--- config.mk ---
export PLATFORM = sky130hd
export DESIGN_NAME = bcu_branch_unit
export DESIGN_NICKNAME = d
export VERILOG_FILES = /design/src/rtl/bcu_pkg.sv /design/src/rtl/bcu_offset_scale.sv /design/src/rtl/bcu_cond_eval.sv /design/src/rtl/bcu_target_sel.sv /design/src/rtl/bcu_branch_unit.sv
export SDC_FILE = /design/constraint.sdc
export NUM_CORES = 1
export LEC_CHECK = 0
export ABC_AREA = 1
export BUFFER_PORTS_ARGS = -buffer_cell sky130_fd_sc_hd__clkbuf_2
export CAP_MARGIN = 20
export CORE_MARGIN = 8
export CORE_UTILIZATION = 34
export CTS_CLUSTER_SIZE = 16
export DETAILED_ROUTE_END_ITERATION = 6
export HOLD_SLACK_MARGIN = 0.02
export PLACE_DENSITY_LB_ADDON = 0.25
export SETUP_SLACK_MARGIN = 0.05
export SYNTH_ARGS = -nofsm -noshare
export SYNTH_HDL_FRONTEND = slang
export SYNTH_SLANG_ARGS = --single-unit
export TNS_END_PERCENT = 100
--- constraint.sdc ---
create_clock -name clk -period 5.64 [get_ports clk]
set_clock_uncertainty 0.2 [all_clocks]
set_input_delay 0.282 -clock clk [delete_from_list [all_inputs] [get_ports clk]]
set_output_delay 0.282 -clock clk [all_outputs]
set_load 0.05 [all_outputs]
--- src/rtl/bcu_pkg.sv ---
package bcu_pkg;

   typedef enum logic [1:0] {
      BK_IMM  = 2'b00,
      BK_REG  = 2'b01,
      BK_COND = 2'b10,
      BK_SEQ  = 2'b11
   } br_kind_e;

   localparam logic [3:0] CC_EQ = 4'b0000;
   localparam logic [3:0] CC_NE = 4'b0001;
   localparam logic [3:0] CC_GE = 4'b1010;
   localparam logic [3:0] CC_LT = 4'b1011;
   localparam logic [3:0] CC_GT = 4'b1100;
   localparam logic [3:0] CC_LE = 4'b1101;
   localparam logic [3:0] CC_AL = 4'b1110;

   typedef struct packed {
      logic n;
      logic z;
      logic c;
      logic v;
   } nzcv_t;

endpackage

--- src/rtl/bcu_offset_scale.sv ---
module bcu_offset_scale #(
   parameter int FIELD_W    = 26,
   parameter int OUT_W      = 64,
   parameter int SCALE_LOG2 = 2
) (
   input  logic [FIELD_W-1:0] field_i,
   output logic [OUT_W-1:0]   byte_off_o
);
   localparam int SPAN_W = FIELD_W + SCALE_LOG2;

   if (FIELD_W < 1) begin : g_bad_field
      $error("bcu_offset_scale: FIELD_W must be at least 1");
   end
   if (SPAN_W > OUT_W) begin : g_bad_span
      $error("bcu_offset_scale: scaled field does not fit OUT_W");
   end

   logic signed [OUT_W-1:0] widened;

   // sign-extend first, then scale by the instruction size
   assign widened    = OUT_W'($signed(field_i));
   assign byte_off_o = widened << SCALE_LOG2;

endmodule

--- src/rtl/bcu_cond_eval.sv ---
module bcu_cond_eval
   import bcu_pkg::*;
(
   input  logic [3:0] cond_i,
   input  nzcv_t      flags_i,
   output logic       holds_o,
   output logic       legal_o
);
   logic unused_carry;
   logic n_eq_v;

   // carry plays no part in any supported condition
   assign unused_carry = flags_i.c;
   assign n_eq_v       = (flags_i.n == flags_i.v);

   always_comb begin
      legal_o = 1'b1;
      holds_o = 1'b0;
      case (cond_i)
         CC_EQ:   holds_o = flags_i.z;
         CC_NE:   holds_o = !flags_i.z;
         CC_GE:   holds_o = n_eq_v;
         CC_LT:   holds_o = !n_eq_v;
         CC_GT:   holds_o = !flags_i.z && n_eq_v;
         CC_LE:   holds_o = flags_i.z || !n_eq_v;
         CC_AL:   holds_o = 1'b1;
         default: legal_o = 1'b0;
      endcase
   end

endmodule

--- src/rtl/bcu_target_sel.sv ---
module bcu_target_sel
   import bcu_pkg::*;
#(
   parameter int PC_W       = 64,
   parameter int STEP_LOG2  = 2,
   parameter bit SHARED_ADD = 1'b1
) (
   input  br_kind_e         kind_i,
   input  logic [PC_W-1:0]  pc_i,
   input  logic [PC_W-1:0]  reg_val_i,
   input  logic [PC_W-1:0]  imm_off_i,
   input  logic [PC_W-1:0]  cond_off_i,
   input  logic             holds_i,
   input  logic             legal_i,
   output logic [PC_W-1:0]  next_pc_o,
   output logic             taken_o,
   output logic             illegal_o
);
   localparam logic [PC_W-1:0] STEP = PC_W'(1) << STEP_LOG2;

   logic cond_go;

   assign cond_go   = (kind_i == BK_COND) && holds_i && legal_i;
   assign illegal_o = (kind_i == BK_COND) && !legal_i;
   assign taken_o   = (kind_i == BK_IMM) || (kind_i == BK_REG) || cond_go;

   if (SHARED_ADD) begin : g_shared
      // one adder, the addend picked ahead of it
      logic [PC_W-1:0] addend;
      logic [PC_W-1:0] sum;
      always_comb begin
         addend = STEP;
         if (kind_i == BK_IMM)
            addend = imm_off_i;
         else if (cond_go)
            addend = cond_off_i;
      end
      assign sum       = pc_i + addend;
      assign next_pc_o = (kind_i == BK_REG) ? reg_val_i : sum;
   end else begin : g_parallel
      // three adders in parallel, selection after them
      logic [PC_W-1:0] sum_imm;
      logic [PC_W-1:0] sum_cond;
      logic [PC_W-1:0] sum_seq;
      assign sum_imm  = pc_i + imm_off_i;
      assign sum_cond = pc_i + cond_off_i;
      assign sum_seq  = pc_i + STEP;
      always_comb begin
         case (kind_i)
            BK_IMM:  next_pc_o = sum_imm;
            BK_REG:  next_pc_o = reg_val_i;
            BK_COND: next_pc_o = cond_go ? sum_cond : sum_seq;
            default: next_pc_o = sum_seq;
         endcase
      end
   end

endmodule

--- src/rtl/bcu_branch_unit.sv ---
module bcu_branch_unit
   import bcu_pkg::*;
#(
   parameter int              PC_W       = 64,
   parameter int              UNC_OFF_W  = 26,
   parameter int              CND_OFF_W  = 19,
   parameter int              STEP_LOG2  = 2,
   parameter bit              SHARED_ADD = 1'b1,
   parameter logic [PC_W-1:0] RESET_PC   = '0
) (
   input  logic            clk,
   input  logic            rst,
   input  logic [PC_W-1:0] pc_i,
   input  logic [1:0]      kind_i,
   input  logic [UNC_OFF_W-1:0] off26_i,
   input  logic [CND_OFF_W-1:0] off19_i,
   input  logic [PC_W-1:0] reg_val_i,
   input  logic [3:0]      cond_i,
   input  logic            flag_n_i,
   input  logic            flag_z_i,
   input  logic            flag_c_i,
   input  logic            flag_v_i,
   output logic [PC_W-1:0] next_pc_o,
   output logic            taken_o,
   output logic            illegal_o
);
   localparam logic [PC_W-1:0] STEP = PC_W'(1) << STEP_LOG2;

   if (PC_W < UNC_OFF_W + STEP_LOG2) begin : g_bad_unc
      $error("bcu_branch_unit: PC_W too narrow for the unconditional offset");
   end
   if (PC_W < CND_OFF_W + STEP_LOG2) begin : g_bad_cnd
      $error("bcu_branch_unit: PC_W too narrow for the conditional offset");
   end

   nzcv_t           flags;
   logic [PC_W-1:0] imm_off;
   logic [PC_W-1:0] cond_off;
   logic            holds;
   logic            legal;
   logic [PC_W-1:0] nxt_d;
   logic            taken_d;
   logic            illegal_d;
   logic            out_live;

   assign flags = '{n: flag_n_i, z: flag_z_i, c: flag_c_i, v: flag_v_i};

   bcu_offset_scale #(
      .FIELD_W(UNC_OFF_W), .OUT_W(PC_W), .SCALE_LOG2(STEP_LOG2)
   ) u_off_unc (
      .field_i(off26_i), .byte_off_o(imm_off)
   );

   bcu_offset_scale #(
      .FIELD_W(CND_OFF_W), .OUT_W(PC_W), .SCALE_LOG2(STEP_LOG2)
   ) u_off_cnd (
      .field_i(off19_i), .byte_off_o(cond_off)
   );

   bcu_cond_eval u_cond (
      .cond_i(cond_i), .flags_i(flags), .holds_o(holds), .legal_o(legal)
   );

   bcu_target_sel #(
      .PC_W(PC_W), .STEP_LOG2(STEP_LOG2), .SHARED_ADD(SHARED_ADD)
   ) u_sel (
      .kind_i(br_kind_e'(kind_i)),
      .pc_i(pc_i),
      .reg_val_i(reg_val_i),
      .imm_off_i(imm_off),
      .cond_off_i(cond_off),
      .holds_i(holds),
      .legal_i(legal),
      .next_pc_o(nxt_d),
      .taken_o(taken_d),
      .illegal_o(illegal_d)
   );

   always_ff @(posedge clk) begin
      if (rst) begin
         next_pc_o <= RESET_PC;
         taken_o   <= 1'b0;
         illegal_o <= 1'b0;
         out_live  <= 1'b0;
      end else begin
         next_pc_o <= nxt_d;
         taken_o   <= taken_d;
         illegal_o <= illegal_d;
         out_live  <= 1'b1;
      end
   end

   // outputs hold reset values until the first edge after reset
   assert_reset_state_R11: assert property (@(posedge clk) disable iff (rst)
      !out_live |-> (next_pc_o == RESET_PC && !taken_o && !illegal_o));

   // an unknown condition never redirects
   assert_illegal_not_taken_R8: assert property (@(posedge clk) disable iff (rst)
      illegal_o |-> !taken_o);

   // register branch copies the register value one cycle later
   assert_reg_target_R2: assert property (@(posedge clk) disable iff (rst)
      (out_live && $past(kind_i) == BK_REG) |->
      (next_pc_o == $past(reg_val_i) && taken_o && !illegal_o));

   // unconditional immediate branch is always taken
   assert_imm_taken_R1: assert property (@(posedge clk) disable iff (rst)
      (out_live && $past(kind_i) == BK_IMM) |-> (taken_o && !illegal_o));

   // a conditional branch that is not taken falls through
   assert_fallthrough_R3: assert property (@(posedge clk) disable iff (rst)
      (out_live && $past(kind_i) == BK_COND && !taken_o) |->
      (next_pc_o == $past(pc_i) + STEP));

   // equal code follows the zero flag
   assert_eq_follows_z_R4: assert property (@(posedge clk) disable iff (rst)
      (out_live && $past(kind_i == BK_COND && cond_i == CC_EQ)) |->
      (taken_o == $past(flag_z_i)));

   // always code is always taken
   assert_al_taken_R7: assert property (@(posedge clk) disable iff (rst)
      (out_live && $past(kind_i == BK_COND && cond_i == CC_AL)) |-> taken_o);

   // non-branch kind steps sequentially
   assert_seq_kind_R10: assert property (@(posedge clk) disable iff (rst)
      (out_live && $past(kind_i) == BK_SEQ) |->
      (!taken_o && !illegal_o && next_pc_o == $past(pc_i) + STEP));

endmodule

==> impl_metrics.prom, run 1 <==
# TYPE chip_impl_metric gauge
chip_impl_info{name="run_status",value="complete, no violations"} 1
chip_impl_info{name="setup_repair_after_global_routing_missed_its_margin",value="false"} 1
chip_impl_info{name="cpMostUsedCell",value="nand2_1"} 1
chip_impl_metric{name="synth.lib_cells_used.distinct",unit=""} 43
chip_impl_metric{name="via_count",unit=""} 9856
chip_impl_metric{name="placement_setup_slack",unit="ps"} 1126
chip_impl_metric{name="layout-area-overhead-vs-synth",unit="%"} 25.52
chip_impl_metric{name="cts.reportedPaths.clkPinSlew",unit="ps"} 60
chip_impl_metric{name="nNetsFinal",unit=""} 1934
chip_impl_metric{name="initialDrtViolationCount",unit=""} 700
chip_impl_metric{name="core",unit="mm^2"} 0.02333
chip_impl_metric{name="gr-usage-all-layers",unit=""} 0.2189
chip_impl_metric{name="yosysWarnings",unit=""} 0
chip_impl_metric{name="wirelength",unit="mm"} 32.38
chip_impl_metric{name="finalSetupViolCount",unit=""} 0
chip_impl_metric{name="grt_pass1_wl",unit="mm"} 49.34
chip_impl_metric{name="power.leakage",unit="nW"} 6.027
chip_impl_metric{name="synth.cell_area",unit="mm^2"} 0.008021
chip_impl_metric{name="timing_hold_violations_final",unit=""} 0
chip_impl_metric{name="placement_rows",unit=""} 56
chip_impl_metric{name="path_depth",unit=""} 18
chip_impl_metric{name="grt.met1_usage",unit=""} 0.2983
chip_impl_metric{name="start_util",unit=""} 0.3438
chip_impl_metric{name="pin_count_of_the_biggest_net_entering_global_routing",unit=""} 96
chip_impl_metric{name="achievable-frequency",unit="MHz"} 226.0
chip_impl_metric{name="worstPathBufferInverterCount",unit=""} 6
chip_impl_info{name="cts_tree",value="yes"} 1
chip_impl_metric{name="cts_max_level",unit=""} 3
chip_impl_metric{name="placed_cell_area",unit="mm^2"} 0.009651
chip_impl_metric{name="fp.dieArea",unit="mm^2"} 0.02876
chip_impl_metric{name="worst-slew-pin-transition",unit="ps"} 911.4
chip_impl_metric{name="antenna_left",unit=""} 0
chip_impl_metric{name="worst_slack",unit="ps"} 1214
chip_impl_info{name="postSynth.topFlopCell",value="dfxtp_1"} 1
chip_impl_metric{name="grt.met3_usage",unit=""} 0.02419
chip_impl_metric{name="drive_above_1_share",unit=""} 0.1852
chip_impl_metric{name="min_period",unit="ps"} 4426
chip_impl_metric{name="mappedNetlistNets",unit=""} 1679
chip_impl_metric{name="synth_top_cell_area_share",unit=""} 0.1769
chip_impl_metric{name="synth_enable_flop_cells",unit=""} 0
chip_impl_metric{name="cp.required",unit="ps"} 5670
chip_impl_metric{name="viasPerCell",unit=""} 4.906
chip_impl_metric{name="synth-seq-area-share",unit=""} 0.1647
chip_impl_metric{name="last_weighted_congestion_value_of_the_routability_driven_placer",unit=""} 0.9395
chip_impl_info{name="worst_hold_path_type",value="in -> reg"} 1
chip_impl_metric{name="arrival",unit="ps"} 4450
chip_impl_metric{name="post_cts_resized",unit=""} 0
chip_impl_info{name="critical_path.top_delay_family",value="buffers and inverters"} 1
chip_impl_metric{name="async_flop_share",unit=""} 0
chip_impl_metric{name="met2_usage",unit=""} 0.3575
chip_impl_info{name="synth_most_common_cell",value="nand2_1"} 1
chip_impl_metric{name="slowest_delay",unit="ps"} 620
chip_impl_metric{name="power",unit="W"} 0.002164
chip_impl_metric{name="insertedDiodeCount",unit=""} 0
chip_impl_metric{name="port_buffer_count",unit=""} 249
chip_impl_info{name="cp_slowest_cell",value="inv_1"} 1
chip_impl_metric{name="pin_count",unit=""} 251
chip_impl_metric{name="cts_buffers",unit=""} 9
chip_impl_info{name="critPathLaunchType",value="input pin"} 1
chip_impl_metric{name="cts-root-to-sink-buffers",unit=""} 2
chip_impl_metric{name="post_synth.cell_area_avg",unit="um^2"} 5.602
chip_impl_metric{name="syn-instance-count",unit=""} 1432
chip_impl_info{name="critPathKind",value="in -> reg"} 1
chip_impl_info{name="synth_area_leaders",value="nand2_1 (18%), dfxtp_1 (16%), inv_1 (14%)"} 1
chip_impl_metric{name="period_share",unit=""} 0.7847
chip_impl_metric{name="first_global_vias",unit=""} 9348
chip_impl_metric{name="die-width",unit="um"} 169.6
chip_impl_info{name="synth_area_leader_cell",value="nand2_1"} 1
chip_impl_info{name="grt_most_used_layer",value="met2"} 1
chip_impl_metric{name="die_h",unit="um"} 169.6
chip_impl_metric{name="min_delay_path_depth",unit=""} 3
chip_impl_metric{name="final_design_area_no_fill",unit="mm^2"} 0.01007
chip_impl_metric{name="timing.slew.headroom",unit=""} 0.3924
chip_impl_metric{name="tns",unit="ps"} 0
chip_impl_info{name="synth_top_cells_by_count",value="nand2_1 (378), inv_1 (291), nor2_1 (160)"} 1
chip_impl_info{name="critical_path.endpoint_type",value="flip-flop"} 1
chip_impl_metric{name="overflow",unit=""} 0
chip_impl_metric{name="antenna_found_initial",unit=""} 0
chip_impl_metric{name="max_cap_violation_count",unit=""} 0
chip_impl_metric{name="n_fill_cell",unit=""} 2601
chip_impl_metric{name="ys_ff_latch",unit=""} 66
chip_impl_metric{name="power-per-cell-area",unit="mW/mm^2"} 215.0
chip_impl_metric{name="wl_per_cell",unit="um"} 16.12
chip_impl_info{name="crit_path_cell_trace",value="dlygate4sd3_1 -> clkbuf_2 -> nor2_1 -> inv_1 -> nand2_1 -> nand2_1 -> inv_1 -> buf_4 -> ha_1 -> a21oi_1 -> o21ai_0 -> a21oi_1 -> a21boi_0 -> nand3_1 -> nand2_1 -> nand3_1 -> nand2_1 -> inv_1"} 1
chip_impl_metric{name="slew_viol_final",unit=""} 0
chip_impl_metric{name="cts_num_sinks",unit=""} 66
chip_impl_metric{name="drc",unit=""} 0
chip_impl_metric{name="total_half_perimeter_wirelength_after_legalization_and_detailed_placement",unit="mm"} 27.81
chip_impl_metric{name="ir_drop",unit="V"} 0.0001700
chip_impl_info{name="cts_root_buffer",value="clkbuf_16"} 1
chip_impl_metric{name="detail_route.first_pass.iterations",unit=""} 5
chip_impl_metric{name="crit_path_max_fanout",unit=""} 22
cell usage in the layout (no fill, tap or decap), types with 2 or more instances in the layout:
| master | n |
|---|---|
| a21boi_0 | 2 |
| a21o_1 | 5 |
| a21oi_1 | 96 |
| a21oi_2 | 2 |
| a32o_1 | 16 |
| buf_4 | 6 |
| bufinv_16 | 2 |
| clkbuf_16 | 9 |
| clkbuf_2 | 249 |
| clkinv_1 | 2 |
| dfxtp_1 | 66 |
| dlygate4sd3_1 | 11 |
| ha_1 | 61 |
| inv_1 | 291 |
| nand2_1 | 377 |
| nand2_2 | 15 |
| nand2_4 | 2 |
| nand3_1 | 80 |
| nand3_2 | 7 |
| nand4_1 | 15 |
| nor2_1 | 160 |
| nor2_2 | 6 |
| nor3_1 | 12 |
| nor3_2 | 2 |
| o211ai_1 | 3 |
| o21ai_0 | 98 |
| o21ai_1 | 5 |
| o21bai_1 | 42 |
| o221ai_1 | 2 |
| o22ai_1 | 2 |
| or2_1 | 2 |
| or2_2 | 6 |
| xnor2_1 | 2 |
| xor2_1 | 19 |
stage by stage:
step / cells / hold slack [ps] / utilization
final: 2009 / 32.41 / 0.4315
after global routing: 2009 / 61.64 / 0.4315
after CTS: 2009 / 26.98 / 0.4315
after detailed placement: 1984 / 302.3 / 0.4136
after global placement: 1983 / 298.8 / 0.4124
after floorplan: 1432 / 151.1 / -
registers in the layout (all words and copies together), names as in the netlist:
name / flops
illegal_o: 1
taken_o: 1
next_pc_o: 64
what timing repair did:
| action | in CTS | in global routing |
|---|---|---|
| endpoints found under the hold margin | 8 | 0 |
| hold buffers | 11 | 0 |
| setup buffers | 0 | 0 |
| endpoints found under the setup margin | 0 | 0 |
cell families (layout without fill, tap and decap cells):
kind of cell / count (synthesis) / after routing / synth area share
fa+ha+maj: 62 / 62 / 0.09764
flops: 66 / 66 / 0.1647
buf+inv: 316 / 574 / 0.1485
xor+xnor: 21 / 21 / 0.02293
compound gates: 277 / 277 / 0.2028
simple gates: 690 / 690 / 0.3634
path summary, 6_finish.rpt:
check                           end     startpoint  slack [ps]
worst max-delay path  next_pc_o[56]      kind_i[1]        1210
worst min-delay path  next_pc_o[15]  reg_val_i[15]          30
routing by layer:
layer	vias to the layer above	wire length (um)	share of wire
met5	-	0	0
met3	45	2031	0.063
met2	318	14540	0.45
li1	5044	-	-
met1	4449	15040	0.46
met4	0	765	0.024
final cells by class:
| class | instances | area [um^2] | share of cell area |
|---|---|---|---|
| multi-input combinational | 1050 | 5512 | 0.5474 |
| timing repair buffer | 267 | 1429 | 0.1419 |
| sequential | 66 | 1321 | 0.1312 |
| inverter | 293 | 1100 | 0.1092 |
| tap | 319 | 399.1 | 0.03964 |
| clock buffer | 11 | 242.7 | 0.02411 |
| clock inverter | 3 | 65.06 | 0.006462 |
report_power, final:
group          switching, W  internal (W)  leakage, nW
Clock              0.000196      0.000393        0.151
Combinational      0.000733      0.000307         5.32
Sequential        0.0000143      0.000521        0.551
worst min-delay path: cells and delay by family:
kind / cells / cell delay, ps
buf+inv: 2 / 130
compound gates: 1 / 110
(Power assumes the default switching activity.)
==> run 2: changes to the inputs <==
- clock period: 5.64 -> 4.2 ns (I/O delays scaled with it)
==> impl_metrics.prom, run 2 (same netlist as run 1, synthesis figures left out) <==
# TYPE chip_impl_metric gauge
chip_impl_info{name="critPathLaunchType",value="input pin"} 1
chip_impl_metric{name="max_cap_violation_count",unit=""} 0
chip_impl_metric{name="insertedDiodeCount",unit=""} 0
chip_impl_metric{name="multiInputGateArea",unit="mm^2"} 0.005512
chip_impl_info{name="largest_registers",value="next_pc_o (64), illegal_o (1), taken_o (1)"} 1
chip_impl_metric{name="overflow",unit=""} 0
chip_impl_metric{name="drive_above_1_share",unit=""} 0.1841
chip_impl_metric{name="tns",unit="ps"} 0
chip_impl_info{name="most-common-layout-cells",value="nand2_1 (377), inv_1 (291), clkbuf_2 (249)"} 1
chip_impl_metric{name="cp.required",unit="ps"} 4230
chip_impl_metric{name="detail_route.first_pass.iterations",unit=""} 5
chip_impl_metric{name="final_design_area_no_fill",unit="mm^2"} 0.01045
chip_impl_metric{name="post_cts_resized",unit=""} 0
chip_impl_metric{name="antenna_left",unit=""} 0
chip_impl_metric{name="cts.reportedPaths.clkPinSlew",unit="ps"} 60
chip_impl_metric{name="cts_max_level",unit=""} 3
chip_impl_metric{name="n_fill_cell",unit=""} 2570
chip_impl_info{name="max_flop_register",value="next_pc_o"} 1
chip_impl_metric{name="wirelength",unit="mm"} 33.48
chip_impl_metric{name="timing.slew.headroom",unit=""} 0.4377
chip_impl_metric{name="last_weighted_congestion_value_of_the_routability_driven_placer",unit=""} 0.9677
chip_impl_metric{name="pin_count_of_the_biggest_net_entering_global_routing",unit=""} 88
chip_impl_metric{name="wl_per_cell",unit="um"} 16.36
chip_impl_metric{name="power-per-cell-area",unit="mW/mm^2"} 290.9
chip_impl_info{name="most_common_cell_after_layout_fill_and_taps_aside",value="nand2_1"} 1
chip_impl_metric{name="antenna_found_initial",unit=""} 0
chip_impl_metric{name="port_buffer_count",unit=""} 249
chip_impl_info{name="cts_tree",value="yes"} 1
chip_impl_metric{name="largest_register_ff_count",unit=""} 64
chip_impl_metric{name="timing_hold_violations_final",unit=""} 0
chip_impl_info{name="setup_repair_after_global_routing_missed_its_margin",value="false"} 1
chip_impl_info{name="cts_root_buffer",value="clkbuf_16"} 1
chip_impl_metric{name="period_share",unit=""} 0.8238
chip_impl_info{name="worst_hold_path_type",value="in -> reg"} 1
chip_impl_metric{name="cts_num_sinks",unit=""} 66
chip_impl_metric{name="cts-root-to-sink-buffers",unit=""} 2
chip_impl_metric{name="die_h",unit="um"} 169.6
chip_impl_metric{name="ir_drop",unit="V"} 0.0001975
chip_impl_metric{name="core",unit="mm^2"} 0.02333
chip_impl_info{name="run_status",value="complete, no violations"} 1
chip_impl_metric{name="placement_rows",unit=""} 56
chip_impl_metric{name="gr-usage-all-layers",unit=""} 0.2276
chip_impl_info{name="crit_path_to",value="next_pc_o[61]"} 1
chip_impl_metric{name="nNetsFinal",unit=""} 1969
chip_impl_metric{name="fp.dieArea",unit="mm^2"} 0.02876
chip_impl_metric{name="min_period",unit="ps"} 3460
chip_impl_metric{name="drc",unit=""} 0
chip_impl_metric{name="placed_cell_area",unit="mm^2"} 0.009666
chip_impl_metric{name="initialDrtViolationCount",unit=""} 792
chip_impl_metric{name="start_util",unit=""} 0.3438
chip_impl_metric{name="finalSetupViolCount",unit=""} 0
chip_impl_info{name="setup.worst_path.start",value="cond_i[1]"} 1
chip_impl_metric{name="die-width",unit="um"} 169.6
chip_impl_metric{name="viasPerCell",unit=""} 4.912
chip_impl_metric{name="regArea",unit="mm^2"} 0.001321
chip_impl_metric{name="grt_pass1_wl",unit="mm"} 51.15
chip_impl_info{name="critPathKind",value="in -> reg"} 1
chip_impl_metric{name="pin_count",unit=""} 251
chip_impl_metric{name="achievable-frequency",unit="MHz"} 289.0
chip_impl_metric{name="worst-slew-pin-transition",unit="ps"} 843.4
chip_impl_metric{name="arrival",unit="ps"} 3490
chip_impl_info{name="critical_path.endpoint_type",value="flip-flop"} 1
chip_impl_metric{name="first_global_vias",unit=""} 9548
chip_impl_metric{name="via_count",unit=""} 10050
chip_impl_metric{name="total_half_perimeter_wirelength_after_legalization_and_detailed_placement",unit="mm"} 28.65
chip_impl_metric{name="cts_buffers",unit=""} 9
chip_impl_metric{name="crit_path_max_fanout",unit=""} 36
chip_impl_metric{name="layout-area-overhead-vs-synth",unit="%"} 30.28
chip_impl_metric{name="slew_viol_final",unit=""} 0
chip_impl_metric{name="power.leakage",unit="nW"} 6.189
==> run 2: cell count changes in the layout (fill, tap and decap cells not counted), sizes merged <==
cell | previous run | this run
dlygate4sd3 | 11 | 43
buf | 7 | 10
bufinv | 2 | 3
clkbuf | 260 | 261
clkinv | 3 | 2
clkinvlp | 0 | 1
==> run 2: worst max-delay path, cell delays in order <==
cell and delay [ps]:
clkbuf_2 120, inv_1 100, nand2_1 60, nor2_1 80
nand3_1 70, nand2_1 60, inv_1 50, nand2_2 70
nand3_1 100, nand2_1 220, nand2_1 140, inv_1 120
buf_12 210, ha_1 350, a21oi_1 250, o21ai_0 210
a21oi_1 230, nand2_1 120, a21oi_1 320, nand2_1 110
nand2_1 60, nand3_1 90, nand2_1 100, inv_1 40
==> run 2: worst min path at each step <==
stage | from | to | slack [ps] | cells after the start
2_1_floorplan | rst | taken_o | 80 | 1
3_3_place_gp | kind_i[1] | taken_o | 230 | 2
3_5_place_dp | rst | taken_o | 230 | 2
4_1_cts | reg_val_i[10] | next_pc_o[10] | 20 | 4
5_1_grt | reg_val_i[13] | next_pc_o[13] | 50 | 4
6_report | reg_val_i[33] | next_pc_o[33] | 30 | 5
==> run 2: stage by stage <==
stage	hold WS [ps]	worst slack, ps	cells	utilization	total power (W)
floorplan	79.07	856.8	1432	-	0.001653
global placement	232.4	467.2	1987	0.4143	0.002106
detailed placement	230.5	450.5	1987	0.4143	0.002110
CTS	24.00	803.3	2046	0.4479	0.003045
global route	52.58	343.3	2046	0.4479	0.003226
finish	30.19	739.9	2046	0.4479	0.003040
==> run 2: layout make-up <==
cell class | count | share of cell area
sequential | 66 | 0.1264
clock buffer | 12 | 0.02455
multi-input combinational | 1050 | 0.5274
clock inverter | 4 | 0.009339
tap | 319 | 0.03819
timing repair buffer | 302 | 0.1688
inverter | 293 | 0.1052
==> run 2: timing repair <==
item / 4_1_cts / 5_1_grt
endpoints found under the hold margin: 41 / 0
hold buffers: 43 / 0
buffers inserted: 0 / 0
==> run 2: report_power, final <==
part           internal, W  switching [W]
clock             0.000612       0.000276
sequential        0.000700      0.0000205
combinational     0.000435       0.000997
==> run 2: routing by layer <==
layer	track usage	share of wire	routed length, um	vias up
met4	0.05348	0.015	497	0
met1	0.3188	0.47	15700	4563
met2	0.3659	0.45	15080	327
met3	0.02559	0.066	2197	34
met5	0	0	0	-
li1	-	-	-	5126
